File: src/rtl/tapctl_pkg.sv
package tapctl_pkg;

  typedef enum logic [2:0] {
    OP_PRELOAD = 3'd0,
    OP_FPROG   = 3'd1,
    OP_FVERIFY = 3'd2,
    OP_SIGWR   = 3'd3,
    OP_SIGRD   = 3'd4,
    OP_SECURE  = 3'd5,
    OP_ERASE   = 3'd6,
    OP_RSVD    = 3'd7
  } tap_op_e;

  typedef enum logic [1:0] {
    ST_IDLE,
    ST_EXEC,
    ST_ERASE,
    ST_RESP
  } tap_st_e;

  typedef enum logic [1:0] {
    SRC_NONE,
    SRC_FUSE,
    SRC_SIG
  } tap_src_e;

endpackage

File: src/rtl/tapctl_ram.sv
module tapctl_ram #(
  parameter int DEPTH = 32,
  parameter int W     = 8,
  localparam int AW   = $clog2(DEPTH)
) (
  input  logic          clk,
  input  logic          we,
  input  logic [AW-1:0] wa,
  input  logic [W-1:0]  wd,
  input  logic [AW-1:0] ra,
  output logic [W-1:0]  rd
);

  logic [W-1:0] mem [DEPTH];

  // single write port, registered read: maps onto a block RAM
  always_ff @(posedge clk) begin
    if (we) mem[wa] <= wd;
    rd <= mem[ra];
  end

endmodule

File: src/rtl/tapctl_regbank.sv
module tapctl_regbank #(
  parameter int NREG = 8,
  localparam int RW  = $clog2(NREG)
) (
  input  logic            clk,
  input  logic            rst,
  input  logic            cap_en,
  input  logic [NREG-1:0] cap_d,
  input  logic            pl_we,
  input  logic [RW-1:0]   pl_idx,
  input  logic            pl_val,
  output logic [NREG-1:0] q
);

  always_ff @(posedge clk) begin
    if (rst) begin
      q <= '0;
    end else begin
      for (int i = 0; i < NREG; i++) begin
        if (pl_we && pl_idx == RW'(i)) q[i] <= pl_val;
        else if (cap_en)               q[i] <= cap_d[i];
      end
    end
  end

  // a preload lands on its target register one edge later
  a_r3_preload_lands: assert property (@(posedge clk) disable iff (rst)
    pl_we |=> q[$past(pl_idx)] == $past(pl_val));

endmodule

File: src/rtl/tapctl_top.sv
module tapctl_top
  import tapctl_pkg::*;
#(
  parameter int NREG       = 8,
  parameter int FUSE_DEPTH = 32,
  parameter int DW         = 8,
  parameter int SIG_BYTES  = 8,
  localparam int AW        = $clog2(FUSE_DEPTH),
  localparam int SW        = $clog2(SIG_BYTES),
  localparam int RW        = $clog2(NREG)
) (
  input  logic            clk,
  input  logic            rst,
  input  logic            cmd_valid,
  input  logic [2:0]      cmd_op,
  input  logic [AW-1:0]   cmd_addr,
  input  logic [DW-1:0]   cmd_data,
  output logic            busy,
  output logic            ack,
  output logic            err,
  output logic [DW-1:0]   rdata,
  input  logic            cap_en,
  input  logic [NREG-1:0] cap_d,
  output logic [NREG-1:0] reg_q
);

  tap_st_e       st;
  tap_op_e       op_q;
  tap_src_e      src_q;
  logic [AW-1:0] addr_q;
  logic [AW-1:0] er_cnt;
  logic [DW-1:0] data_q;
  logic          secure;
  logic          err_q;

  logic          refuse;
  logic          f_we, s_we, pl_we;
  logic [AW-1:0] f_wa;
  logic [DW-1:0] f_wd, f_rd, s_rd;

  // decision made in the execute cycle against the current lock state
  always_comb begin
    refuse = ((op_q == OP_PRELOAD || op_q == OP_FPROG || op_q == OP_FVERIFY) && secure)
           || (op_q == OP_PRELOAD && {{(32-AW){1'b0}}, addr_q} >= 32'(NREG))
           || (op_q == OP_RSVD);
    f_we  = (st == ST_EXEC && op_q == OP_FPROG && !refuse) || (st == ST_ERASE);
    f_wa  = (st == ST_ERASE) ? er_cnt : addr_q;
    f_wd  = (st == ST_ERASE) ? '0 : data_q;
    s_we  = (st == ST_EXEC && op_q == OP_SIGWR);
    pl_we = (st == ST_EXEC && op_q == OP_PRELOAD && !refuse);
  end

  always_ff @(posedge clk) begin
    if (rst) begin
      st     <= ST_IDLE;
      op_q   <= OP_PRELOAD;
      src_q  <= SRC_NONE;
      addr_q <= '0;
      data_q <= '0;
      er_cnt <= '0;
      secure <= 1'b0;
      err_q  <= 1'b0;
      busy   <= 1'b0;
      ack    <= 1'b0;
      err    <= 1'b0;
      rdata  <= '0;
    end else begin
      ack <= 1'b0;
      case (st)
        ST_IDLE: begin
          if (cmd_valid) begin
            op_q   <= tap_op_e'(cmd_op);
            addr_q <= cmd_addr;
            data_q <= cmd_data;
            busy   <= 1'b1;
            st     <= ST_EXEC;
          end
        end
        ST_EXEC: begin
          err_q <= refuse;
          if (refuse)                  src_q <= SRC_NONE;
          else if (op_q == OP_FVERIFY) src_q <= SRC_FUSE;
          else if (op_q == OP_SIGRD)   src_q <= SRC_SIG;
          else                         src_q <= SRC_NONE;
          if (op_q == OP_SECURE) secure <= 1'b1;
          if (op_q == OP_ERASE) begin
            er_cnt <= '0;
            st     <= ST_ERASE;
          end else begin
            st <= ST_RESP;
          end
        end
        ST_ERASE: begin
          er_cnt <= er_cnt + 1'b1;
          if (er_cnt == AW'(FUSE_DEPTH - 1)) st <= ST_RESP;
        end
        default: begin
          ack  <= 1'b1;
          busy <= 1'b0;
          err  <= err_q;
          case (src_q)
            SRC_FUSE: rdata <= f_rd;
            SRC_SIG:  rdata <= s_rd;
            default:  rdata <= '0;
          endcase
          if (op_q == OP_ERASE) secure <= 1'b0;
          st <= ST_IDLE;
        end
      endcase
    end
  end

  tapctl_ram #(.DEPTH(FUSE_DEPTH), .W(DW)) u_fuse (
    .clk(clk), .we(f_we), .wa(f_wa), .wd(f_wd), .ra(addr_q), .rd(f_rd)
  );

  tapctl_ram #(.DEPTH(SIG_BYTES), .W(DW)) u_sig (
    .clk(clk), .we(s_we), .wa(addr_q[SW-1:0]), .wd(data_q),
    .ra(addr_q[SW-1:0]), .rd(s_rd)
  );

  tapctl_regbank #(.NREG(NREG)) u_regs (
    .clk(clk), .rst(rst), .cap_en(cap_en), .cap_d(cap_d),
    .pl_we(pl_we), .pl_idx(addr_q[RW-1:0]), .pl_val(data_q[0]), .q(reg_q)
  );

  // completion strobe lasts one cycle
  a_r2_ack_single: assert property (@(posedge clk) disable iff (rst)
    ack |=> !ack);

  // port is free again when the strobe shows
  a_r2_ack_idle: assert property (@(posedge clk) disable iff (rst)
    ack |-> !busy);

  // every command occupies at least two cycles
  a_r2_busy_min: assert property (@(posedge clk) disable iff (rst)
    $rose(busy) |=> busy);

  // refused commands leak no data
  a_r7_refuse_zero: assert property (@(posedge clk) disable iff (rst)
    (ack && err) |-> rdata == '0);

  // the lock is only released by an erase
  a_r9_unlock_by_erase: assert property (@(posedge clk) disable iff (rst)
    $fell(secure) |-> $past(op_q) == OP_ERASE);

endmodule

File: config.mk
export PLATFORM = sky130hd
export DESIGN_NAME = tapctl_top
export DESIGN_NICKNAME = d
export VERILOG_FILES = /design/src/rtl/tapctl_pkg.sv /design/src/rtl/tapctl_ram.sv /design/src/rtl/tapctl_regbank.sv /design/src/rtl/tapctl_top.sv
export SDC_FILE = /design/constraint.sdc
export NUM_CORES = 1
export LEC_CHECK = 0
export ABC_AREA = 1
export BUFFER_PORTS_ARGS = -buffer_cell sky130_fd_sc_hd__buf_2
export CELL_PAD_IN_SITES_DETAIL_PLACEMENT = 1
export CELL_PAD_IN_SITES_GLOBAL_PLACEMENT = 1
export CORE_MARGIN = 2
export CORE_UTILIZATION = 36
export CTS_CLUSTER_SIZE = 40
export DETAILED_ROUTE_END_ITERATION = 8
export PLACE_DENSITY_LB_ADDON = 0.15
export SYNTH_ARGS = -nofsm -noshare
export SYNTH_HDL_FRONTEND = slang
export SYNTH_HIERARCHICAL = 1
export SYNTH_SLANG_ARGS = --single-unit
File: constraint.sdc
create_clock -name clk -period 6.6 [get_ports clk]
set_input_delay 0.66 -clock clk [delete_from_list [all_inputs] [get_ports clk]]
set_output_delay 0.66 -clock clk [all_outputs]
set_load 0.02 [all_outputs]
After elaboration in Yosys (flattened, before gate mapping)
Memories as Yosys holds them, arrays and structs flattened. A register that Yosys moved wholly into a read port is not among the register bits.
Index checks and enable logic that the tools add are counted.
{ "totals": {"regBits": 46, "ram_bits": 320, "inputBits": 28, "output_inout_bits": 19, "elab_cells": 129, "n_memories": 2} }
{ "classes": {"add_sub_neg": 1, "n_lt_le_gt_ge": 1, "eq_ne": 23, "muxes": 38, "n_bitwise": 2, "reduce_logical": 42} }
{ "mem_list": {"columns": ["name", "words", "width", "rd", "rd_ports_with_merged_regs", "write_ports", "line_no", "source"], "rows": [
  ["u_fuse.mem", 32, 8, 1, 1, 1, "tapctl_ram.sv:14", "logic [W-1:0] mem [DEPTH];"],
  ["u_sig.mem", 8, 8, 1, 1, 1, "tapctl_ram.sv:14", null]
]} }
{ "op_table": {"columns": ["op", "n"], "rows": [
  ["$mux W1", 25],
  ["$eq A3 B3 Y1 const B", 8],
  ["$reduce_bool A2 Y1", 10],
  ["$pmux W8 S2", 1],
  ["$logic_and A1 B1 Y1", 15],
  ["$eq A3 B2 Y1 const B", 4],
  ["$mux W2", 5],
  ["$mux W5", 2],
  ["$pmux W5 S2", 1],
  ["$mux W8", 1],
  ["$reduce_and A2 Y1", 4],
  ["$eq A3 B1 Y1 const B", 2],
  ["$logic_not A3 Y1", 2],
  ["$ne A2 B1 Y1 const B", 3],
  ["$pmux W2 S3", 1],
  ["$add A5 B1 Y5 const B", 1],
  ["$eq A5 B5 Y1 const B", 1],
  ["$ge A5 B4 Y1 const B", 1],
  ["$logic_or A1 B1 Y1", 5],
  ["$eq A2 B1 Y1 const B", 2],
  ["$eq A2 B2 Y1 const B", 2],
  ["$pmux W1 S2", 2],
  ["$reduce_or A2 Y1", 2],
  ["$reduce_and A3 Y1", 1],
  ["other kinds (5)", 6]
]} }

Depth between registers and ports, before layout
{ "logic_depth": {"ltp_word": 11, "mapped_depth": 12, "ltp_nobuf": 11} }

Cells and area by module
Netlist, hierarchy kept.
{ "modules_own_cells": {"columns": ["module", "instances", "cells_per_inst", "area_per_inst_um2", "seq_area_each_um2"], "rows": [
  ["tapctl_ram (u_fuse)", 1, 922, 10786.6, 7847.5],
  ["tapctl_ram (u_sig)", 1, 303, 3050.4, 2082.0],
  ["tapctl_top", 1, 273, 1894.3, 760.7],
  ["tapctl_regbank", 1, 103, 539.3, 160.2]
]} }

Least setup slack after synthesis
OpenSTA, ideal clock, no wires.
{ "synth_path": {"path_kind": "register to register", "from": "register st[0]", "to": "memory u_fuse.mem[29][0], enable pin", "setup_time_ns": 0.370, "arrival_time_ns": 1.779, "required_time_ns": 6.230, "path_slack_ns": 4.450, "path_stages_with_launch": 9, "path_buffers": 2, "period_less_slack_ns": 2.150, "path_cell_list": "dfxtp_1 > inv_1 > ha_1 > buf_6 > inv_4 > buf_6 > o21ai_0 > nand3_1 > nor2_1"} }
{ "synth_between": {"elab_cells_between_ends": 8, "classes_between": "2 x eq/ne; 3 x mux; 3 x reduce/logical"} }
{ "synth_rtl": {"columns": ["element", "line_no", "source"], "rows": [
  ["from (decl)", "tapctl_top.sv:27", "tap_st_e st;"],
  ["from (signal assigned)", "tapctl_top.sv:55", "st <= ST_IDLE;"],
  ["from (signal assigned)", "tapctl_top.sv:76", "st <= ST_EXEC;"],
  ["from (signal assigned)", "tapctl_top.sv:88", "st <= ST_ERASE;"],
  ["$eq A2 B2 Y1", "tapctl_top.sv:47", "f_wa = (st == ST_ERASE) ? er_cnt : addr_q;"],
  ["$mux W5", "tapctl_top.sv:47", null],
  ["named net f_wa[3]", "tapctl_top.sv:38", "logic [AW-1:0] f_wa;"],
  ["to (decl)", "tapctl_ram.sv:14", null]
]} }
The timed path passes the listed nets, and every way through them passes these cells.

Worst setup path after layout
{ "layout_path": {"from": "register st[0]", "to": "memory u_fuse.mem[6][0], enable pin"} }
Same word-level chain as after synthesis.

==> reports/results.tsv <==
stage	metric	value	unit
cts	CTS tree	done	
synthesis	area share of the largest cell type after synthesis	59.06	%
grt	GRT Total Usage	19.45	%
power_and_ir_drop	Sw Ratio	33.43	%
synthesis	combinational family with the most area after synthesis	simple AND/OR/NAND/NOR gates	
grt	met2 Track Usage GR	32.24	%
detailed_routing	Post-route DRC	0	
synthesis	top cells by area, synth	edfxtp_1 59%, nand2_1 14%, dfxtp_1 7.6%	
place	RePlAce Congestion	0.7465	
detailed_routing	total length of routed wires	45.01	mm
sta	Slew headroom	34.10	%
detailed_routing	Vias	11030	
worst_hold_path	HP Start	cmd_addr[1]	
power_and_ir_drop	Internal	4.606	mW
cells_and_area	# diodes	0	
power_and_ir_drop	clock group share of total power	33.1	%
synthesis	synth unique cells	32	
cts	Clock Latency Late Sink	0.57	ns
critical_path	reg-to-reg startpoint	st[0]	
grt	first-pass GRT wire length	69.07	mm
die	die area	46910	sq um
synthesis	Yosys top cell by area	edfxtp_1	
synthesis	flops & latches, synth	382	
critical_path	Critical path origin	st[0]	
cells_and_area	nets	1666	
critical_path	Crit Path Category	reg -> reg	
synthesis	post-synthesis cell count	1601	
cts	Clock Path Buffers	3	
worst_hold_path	HP Class	in -> reg	
synthesis	synthesized cell area	16270	sq um
synthesis	register area share after synthesis	66.69	%
cts	CTS H-tree depth	2	
die	io pins	47	
place	DP HPWL	27.80	mm
sta	fin crit period	3.543	ns
grt	GRT Residual Overflow	0	
cts	total CTS buffers	44	
grt	vias in the first global route	11420	
sta	fmax	282.2	MHz
power_and_ir_drop	total power	6.919	mW
cts	Post CTS Setup Buffer Count	0	
cts	Post-CTS Hold Buffers	0	
power_and_ir_drop	VDD IR max	0.1880	mV
cts	Clock Sinks	382	
power_and_ir_drop	Switching Power	2.313	mW
cells_and_area	layout cell share with drive strength beyond 1	9.670	%
die	DIE WIDTH	216.6	um
grt	met3 GRT Util	3.270	%
die	initial core utilization	36.63	%
sta	Worst Tran Pin Value	0.9849	ns
detailed_routing	vias per cell	4.887	
detailed_routing	DRT Pass-1 Iters	4	
critical_path	Worst setup EP type	register	
job	maxcap violations	0	
critical_path	worst-path fanout max	17	
sta	Final period util	53.68	%
critical_path	WP data arrival	3.72	ns
sta	setup repair after global routing missed its margin	false	
power_and_ir_drop	Power Density	381.7	nW/um^2
synthesis	mean post-synth cell area	10.16	sq um
detailed_routing	ANT nets after route	0	
synthesis	compound-cell area share of the yosys netlist	1.653	%
synthesis	Post-Synth Simple-Gate Area	24.17	%
synthesis	post-synthesis adder-cell area fraction	0.6152	%
cts	PostCTS Resize Cnt	0	
power_and_ir_drop	Gate power share	22.8	%
grt	routing usage on met1	26.51	%
synthesis	Mapped Nets	1637	
power_and_ir_drop	power share of the sequential group	44.1	%
power_and_ir_drop	LEAKAGE	7.202	nW
sta	Worst Skew	0.02296	ns
cells_and_area	fillers	4969	
detailed_routing	DR iter-0 viols	603	
synthesis	YS warnings	6	
detailed_routing	WL/cell	19.94	um
sta	final hold violation count	0	
sta	Final setup viols	0	
cts	clock slew at reported path FFs	0.06	ns
cts	clock root buffer master	clkbuf_16	
sta	Slew Viols, Final	0	
grt	largest net degree at the start of global routing	90	
synthesis	post-synthesis mux area share	0	%
die	die height	216.6	um
place	Port Buffers	46	
grt	initial antenna violation count	0	
cells_and_area	area grow syn2layout	11.40	%
critical_path	CP required	6.78	ns
critical_path	Critical Path Start Type	register	
die	Rows	77	
sta	Setup TNS Final	0	ns
outcome	status	complete, no violations	
grt	layer with the highest usage	met2	
synthesis	post-synthesis xor/xnor area fraction	0	%
die	core area	44410	sq um
==> Yosys cell counts <==
cell type and count:
nand2_1 596, edfxtp_1 320, nand3_1 248, inv_1 111
nor2_1 99, dfxtp_1 62, buf_6 36, a21oi_1 25
buf_2 22, o21ai_0 21, clkbuf_1 12, ha_1 8
buf_4 7, inv_2 7, clkinv_2 4, buf_1 3
inv_4 3, nand4_1 2, o21ai_1 2, a21oi_2 1
clkinv_1 1, inv_6 1, nand2_2 1, nand4_2 1
nor2_2 1, nor2_4 1, nor3_1 1, nor3_2 1
nor3b_2 1, o21ai_2 1, o221a_2 1, or2_1 1
==> through the flow <==
step	cells	instance area, sq um	setup slack [ns]	hold slack [ns]	util (%)
floorplan	1601	16270	4.450	0.4349	-
detailed placement	2176	16770	3.100	0.4555	37.77
global placement	2176	16770	3.155	0.4459	37.77
finish	2257	18130	3.057	0.3580	40.81
global route	2257	18130	2.849	0.3739	40.81
CTS	2257	18130	3.084	0.3270	40.81
==> cell families after synthesis <==
| kind of cell | count (synthesis) |
|---|---|
| and+or+nand+nor | 953 |
| DFF | 382 |
| buffers and inverters | 207 |
| AOI/OAI and AO/OA | 51 |
| adders and majority gates | 8 |
==> registers in the layout, indices dropped and copies added (netlist names) <==
register    cells
u_regs/q        8
addr_q          5
data_q          8
err_q           1
secure          1
err             1
er_cnt          5
u_fuse/rd       8
ack             1
busy            1
rdata           8
u_fuse/mem    256
st              2
op_q            3
u_sig/mem      64
src_q           2
u_sig/rd        8
==> area by class of cell <==
cell class | count | area, sq um | area share (%)
clock buffer | 56 | 1196 | 6.599
clock inverter | 25 | 155.1 | 0.8559
inverter | 127 | 495.5 | 2.733
multi-input combinational | 1012 | 4322 | 23.84
sequential | 382 | 10860 | 59.91
tap | 592 | 740.7 | 4.086
timing repair buffer | 63 | 357.8 | 1.974
==> layout by cell type, fill, tap and decap left out, types with 3 or more instances in the layout <==
cell / instances
nand2_1: 596
buf_4: 17
inv_1: 111
clkbuf_8: 5
clkbuf_1: 7
o21ai_0: 21
inv_6: 3
inv_2: 6
dfxtp_1: 59
inv_4: 3
nor2_2: 9
clkinv_1: 12
clkinv_2: 15
a21oi_1: 25
ha_1: 8
buf_2: 46
nor2_1: 91
nand3_1: 248
clkbuf_16: 44
edfxtp_1: 320
==> worst paths after layout <==
check	cells after the start	slack (ns)	to
worst min-delay path	3	0.36	addr_q[1]
worst max register to register	6	3.06	u_fuse/mem[6][0]
worst max-delay path	6	3.06	u_fuse/mem[6][0]
worst min register to register	2	0.46	rdata[4]
==> routing by layer <==
layer  wire (um)  part of all wire, %
met3        1399                  3.1
met5           0                    0
met4         869                  1.9
met2       21560                   48
met1       21190                   47
==> power groups by stage <==
stage                     clock (mW)  combinational [mW]  sequential [mW]
after floorplan                    0                1.12             3.03
after global placement             0                1.59             3.11
after detailed placement           0                1.60             3.11
after CTS                       2.36                1.61             3.06
after global routing            2.45                1.77             3.08
final                           2.29                1.58             3.05
==> critical path, stage by stage, from the launching register on <==
cell	delay (ns)
dfxtp_1	0.33
inv_1	0.12
ha_1	0.70
inv_4	0.17
o21ai_0	0.72
nand3_1	0.40
nor2_1	0.71
(Power assumes the default switching activity.)
